**config.mk**
```make
export PLATFORM = sky130hd
export DESIGN_NAME = cfd_top
export DESIGN_NICKNAME = d
export VERILOG_FILES = /design/src/rtl/cfd_pkg.sv /design/src/rtl/cfd_edge_sync.sv /design/src/rtl/cfd_window_mon.sv /design/src/rtl/cfd_ctrl_reg.sv /design/src/rtl/cfd_top.sv
export SDC_FILE = /design/constraint.sdc
export NUM_CORES = 1
export LEC_CHECK = 0
export ABC_AREA = 1
export BUFFER_PORTS_ARGS = -buffer_cell sky130_fd_sc_hd__buf_2
export CORE_MARGIN = 8
export CORE_UTILIZATION = 45
export CTS_CLUSTER_DIAMETER = 200
export DETAILED_ROUTE_END_ITERATION = 10
export HOLD_SLACK_MARGIN = 0.12
export PLACE_DENSITY = 0.73
export SYNTH_ARGS = -nofsm -noshare
export SYNTH_HDL_FRONTEND = slang
export SYNTH_SLANG_ARGS = --single-unit
```
**constraint.sdc**
```tcl
create_clock -name clk_ref -period 2 [get_ports clk_ref]
set_input_delay 0.5 -clock clk_ref [delete_from_list [all_inputs] [get_ports clk_ref]]
set_output_delay 0.5 -clock clk_ref [all_outputs]
set_load 0.02 [all_outputs]
```
**src/rtl/cfd_pkg.sv**
```systemverilog
package cfd_pkg;
   localparam int REG_W   = 8;
   localparam int B_EN    = 0;
   localparam int B_SEL   = 1;
   localparam int B_FLAG  = 2;
   localparam int B_DEAD  = 3;
   localparam int B_ACT   = 7;

   typedef struct packed {
      logic en;
      logic sel;
      logic flag;
      logic act;
   } cfd_cfg_t;

   function automatic logic [REG_W-1:0] cfd_pack(input cfd_cfg_t c, input logic dead);
      logic [REG_W-1:0] r;
      r         = '0;
      r[B_EN]   = c.en;
      r[B_SEL]  = c.sel;
      r[B_FLAG] = c.flag;
      r[B_DEAD] = dead;
      r[B_ACT]  = c.act;
      return r;
   endfunction
endpackage

```
**src/rtl/cfd_edge_sync.sv**
```systemverilog
module cfd_edge_sync #(
   parameter int STAGES = 2
) (
   input  logic clk,
   input  logic rst_n,
   input  logic async_in,
   output logic rise
);
   generate
      if (STAGES < 2) begin : g_bad
         $error("cfd_edge_sync: STAGES must be at least 2");
      end
   endgenerate

   logic [STAGES:0] sh;

   always_ff @(posedge clk or negedge rst_n) begin
      if (!rst_n) sh <= '0;
      else        sh <= {sh[STAGES-1:0], async_in};
   end

   assign rise = sh[STAGES-1] & ~sh[STAGES];
endmodule

```
**src/rtl/cfd_window_mon.sv**
```systemverilog
module cfd_window_mon #(
   parameter int WIN          = 16,
   parameter int RESTART_WINS = 4
) (
   input  logic clk,
   input  logic rst_n,
   input  logic edge_i,
   output logic dead,
   output logic stop_evt,
   output logic restart_evt
);
   localparam int CW = (WIN > 1) ? $clog2(WIN) : 1;
   localparam int GW = $clog2(RESTART_WINS + 1);
   localparam logic [CW-1:0] LAST = CW'(WIN - 1);

   generate
      if (WIN < 4) begin : g_bad_win
         $error("cfd_window_mon: WIN must be at least 4");
      end
      if (RESTART_WINS < 1) begin : g_bad_rs
         $error("cfd_window_mon: RESTART_WINS must be at least 1");
      end
   endgenerate

   logic [CW-1:0] cnt;
   logic          seen;
   logic          last;
   logic          seen_any;
   logic          good_done;
   logic          good_win;

   assign last     = (cnt == LAST);
   assign seen_any = seen | edge_i;
   assign good_win = last & seen_any & dead;

   generate
      if (RESTART_WINS == 1) begin : g_single
         assign good_done = 1'b1;
      end else begin : g_count
         logic [GW-1:0] good;
         always_ff @(posedge clk or negedge rst_n) begin
            if (!rst_n)                  good <= '0;
            else if (last && !seen_any)  good <= '0;
            else if (good_win) begin
               if (good_done) good <= '0;
               else           good <= good + 1'b1;
            end
         end
         assign good_done = (good == GW'(RESTART_WINS - 1));
      end
   endgenerate

   assign stop_evt    = last & ~seen_any & ~dead;
   assign restart_evt = good_win & good_done;

   always_ff @(posedge clk or negedge rst_n) begin
      if (!rst_n) begin
         cnt  <= '0;
         seen <= 1'b0;
         dead <= 1'b0;
      end else begin
         if (last) begin
            cnt  <= '0;
            seen <= 1'b0;
         end else begin
            cnt  <= cnt + 1'b1;
            if (edge_i) seen <= 1'b1;
         end
         if (stop_evt)         dead <= 1'b1;
         else if (restart_evt) dead <= 1'b0;
      end
   end
endmodule

```
**src/rtl/cfd_ctrl_reg.sv**
```systemverilog
module cfd_ctrl_reg
   import cfd_pkg::*;
(
   input  logic             clk,
   input  logic             rst_n,
   input  logic             osc_rst,
   input  logic             we,
   input  logic             prot,
   input  logic             lock,
   input  logic [REG_W-1:0] wdata,
   input  logic             cpu_on_pll,
   input  logic             stop_evt,
   input  logic             restart_evt,
   output cfd_cfg_t         cfg,
   output logic             irq_o,
   output logic             rstreq_o
);
   logic wr;
   logic set_now;
   logic fail_now;

   assign wr       = we & prot;
   assign set_now  = cfg.en & (stop_evt | restart_evt);
   assign fail_now = cfg.en & cfg.act & stop_evt & ~cpu_on_pll;

   always_ff @(posedge clk or negedge rst_n) begin
      if (!rst_n) begin
         cfg      <= '0;
         irq_o    <= 1'b0;
         rstreq_o <= 1'b0;
      end else begin
         if (wr && !lock) cfg.en <= wdata[B_EN];
         if (fail_now)    cfg.sel <= 1'b1;
         else if (wr)     cfg.sel <= wdata[B_SEL];
         if (wr)          cfg.act <= wdata[B_ACT];
         if (set_now)                      cfg.flag <= 1'b1;
         else if (osc_rst)                 cfg.flag <= 1'b0;
         else if (wr && !wdata[B_FLAG])    cfg.flag <= 1'b0;
         irq_o    <= set_now & ~cfg.flag & cfg.act;
         rstreq_o <= stop_evt & cfg.en & ~cfg.act;
      end
   end
endmodule

```
**src/rtl/cfd_top.sv**
```systemverilog
module cfd_top
   import cfd_pkg::*;
#(
   parameter int WIN          = 16,
   parameter int RESTART_WINS = 4,
   parameter int SYNC_STAGES  = 2
) (
   input  logic             clk_ref,
   input  logic             rst_n,
   input  logic             main_clk,
   input  logic             cpu_on_pll,
   input  logic             mod_lock,
   input  logic             prot_en,
   input  logic             osc_rst,
   input  logic             reg_we,
   input  logic [REG_W-1:0] reg_wdata,
   output logic [REG_W-1:0] reg_rdata,
   output logic             ref_sel,
   output logic             main_dead,
   output logic             irq_pulse,
   output logic             rst_req
);
   logic     main_rise;
   logic     stop_evt;
   logic     restart_evt;
   cfd_cfg_t cfg;

   cfd_edge_sync #(.STAGES(SYNC_STAGES)) u_sync (
      .clk      (clk_ref),
      .rst_n    (rst_n),
      .async_in (main_clk),
      .rise     (main_rise)
   );

   cfd_window_mon #(.WIN(WIN), .RESTART_WINS(RESTART_WINS)) u_mon (
      .clk         (clk_ref),
      .rst_n       (rst_n),
      .edge_i      (main_rise),
      .dead        (main_dead),
      .stop_evt    (stop_evt),
      .restart_evt (restart_evt)
   );

   cfd_ctrl_reg u_reg (
      .clk         (clk_ref),
      .rst_n       (rst_n),
      .osc_rst     (osc_rst),
      .we          (reg_we),
      .prot        (prot_en),
      .lock        (mod_lock),
      .wdata       (reg_wdata),
      .cpu_on_pll  (cpu_on_pll),
      .stop_evt    (stop_evt),
      .restart_evt (restart_evt),
      .cfg         (cfg),
      .irq_o       (irq_pulse),
      .rstreq_o    (rst_req)
   );

   assign reg_rdata = cfd_pack(cfg, main_dead);
   assign ref_sel   = cfg.sel;
endmodule

```
==> impl_metrics.toml <==
[outcome]
status = "completed"

[critical_path]
crit_fanout = 5
cp_top_family = "flip-flops"
worstSetupStartpointType = "flip-flop"
crit_cells = 1
cp_slowest_cell = "dfrtp_1"
cpPeakStageDelay_ns = 0.43
critical_path_class = "reg2out"
worstPathCellList = "buf_2"
critPathArrivalTime_ns = 0.90
cp_num_buf_inv = 1
reg2reg_depth = 7
cp-end-kind = "output pin"
required_ns = 1.50
regToRegSetupSlack_ns = 0.79

[timing]
finalSetupTns_ns = 0
setup_violations = 0
fin_crit_sh = 0.702
slew_violations = 0
period_minus_slack_ns = 1.40
rsz0062_at_grt = "false"
worst_clock_skew_ns = 0.00285
hold_viol = 0
fmax_mhz = 712

[detailed_routing]
drt_drc_violations_left = 0
vias_per_cell = 4.31
vias = 547
routedWlPerCell_um = 10.7
dr.pass1.iters = 2
drt-initial-drc-count = 5
ant_nets = 0
drt-total-wl_um = 1360

[finish]
layout_commonest_cell = "buf_2"
most-common-layout-cells = "buf_2 (20), dfrtp_1 (18), nand2_1 (15)"
nets = 122
nFillCells = 163
drive_gt1_frac = 0.333
antenna_cells = 0
finish.utilization = 0.543
area_growth_syn_to_layout_pct = 15.4

[power_and_ir_drop]
cellPowerDensity_mw_per_mm2 = 686
vdd_drop_max_uv = 324
p_leak_nw = 0.526

[clocking]
cts_root_buf = "clkbuf_4"
cts_hold_buf = 0
post_cts_buffers = 0
clock_path_buffers = 2
h-tree-depth = 1
clkLatencyLatePin_ns = 0.27
clock_sinks = 18
cts_resized = 0
cts-buffers-inserted = 3
cts_tree = "done"
clk_pin_slew_ns = 0.09

[grt]
grt_max_degree = 19
overflow = 0
antenna_found_initial = 0
track_usage = 0.0872
grt_pass1_wl_um = 2370
grt_pass1_vias = 601

[logic_synthesis]
syn_inst = 82
ys_seq_area_frac = 0.561
ys_warn_count = 0
synth_cell_types = 20
synth_area_um2 = 803
ys_ff_latch = 18
avgSynthCellArea_um2 = 9.80

[floorplanning]
die_area_mm2 = 0.00339
core-area_mm2 = 0.00171
die_y_um = 58.3
fp.dieW_um = 58.3
start_util = 0.470
rows = 15
io_pins = 28

[job]
drv_cap = 0

[placed_design]
dp_hpwl_um = 1150
gp_congestion = 0.720
portBuffers = 20

[min_path]
hp-class = "in2async"
==> through the flow <==
stage	hold slack [ns]	area [um2]	setup WS (ns)	std cells	total power [mW]
after floorplan	0.204	811	0.858	84	0.450
after global placement	0.336	905	0.735	124	0.475
after detailed placement	0.354	905	0.703	124	0.477
after CTS	0.140	927	0.599	127	0.644
after global routing	0.161	927	0.564	127	0.666
final	0.128	927	0.596	127	0.636
==> flip-flops by register name, summed over array words and instances (netlist names) <==
signal,flops
u_mon.cnt,4
u_reg.cfg,4
u_mon.g_count.good,3
u_sync.sh,3
u_mon.dead,1
u_mon.seen,1
u_reg.irq_o,1
u_reg.rstreq_o,1
==> synth_stat cells <==
cell / instances / area [um2]
mux2_2: 1 / 11.3
or2_2: 2 / 12.5
a21oi_1: 3 / 15.0
dfrtp_1: 18 / 450
nor2_1: 5 / 18.8
xor2_1: 2 / 17.5
ha_1: 2 / 25.0
nor2_4: 1 / 11.3
o21ai_1: 2 / 10.0
nand3_1: 5 / 25.0
o211ai_1: 1 / 7.51
nand2_2: 1 / 6.26
inv_2: 1 / 3.75
nand3_2: 3 / 30.0
conb_1: 1 / 3.75
buf_4: 5 / 37.5
nor2_2: 2 / 12.5
nand2_1: 15 / 56.3
inv_1: 11 / 41.3
nand3b_1: 1 / 7.51
==> kinds of logic (layout without fill, tap and decap cells) <==
logic type                 Yosys count  count (layout)  synth area share
xor gates and xnor gates             2               2            0.0218
muxes                                1               1            0.0140
DFF                                 18              18             0.561
other                                1               3           0.00467
AOI/OAI and AO/OA                    6               6            0.0405
and+or+nand+nor                     35              35             0.224
adders and majority gates            2               2            0.0311
buffers and inverters               17              35             0.103
==> power breakdown <==
part | switching (mW) | internal (mW)
clock network | 0.0974 | 0.0696
logic | 0.0510 | 0.0276
registers | 0.0127 | 0.378
==> area by class of cell <==
class / instances / area, um2 / area share
Inverter: 12 / 45.0 / 0.0486
Clock buffer: 3 / 22.5 / 0.0243
Timing Repair Buffer: 20 / 100 / 0.108
Multi-Input combinational cell: 49 / 278 / 0.300
Sequential cell: 18 / 450 / 0.486
Tap cell: 25 / 31.3 / 0.0337
==> metal layers <==
metal  vias to the layer above  wire [um]  global-route usage
met5                         -          0                   0
met1                       240        656               0.100
li1                        288          -                   -
met2                        19        611               0.154
met4                         0          0              0.0105
met3                         0         87              0.0309
==> worst paths after layout <==
path	startpoint	end
max	u_reg.cfg[3]	reg_rdata[0]
min	rst_n	u_reg.cfg[3]
max in group asynchronous	rst_n	u_reg.cfg[2]
min in group clk_ref	main_clk	u_sync.sh[0]
max reg2reg	u_mon.cnt[0]	u_reg.irq_o
min reg2reg	u_sync.sh[0]	u_sync.sh[1]
No activity file was read; power rests on OpenSTA's default activity.
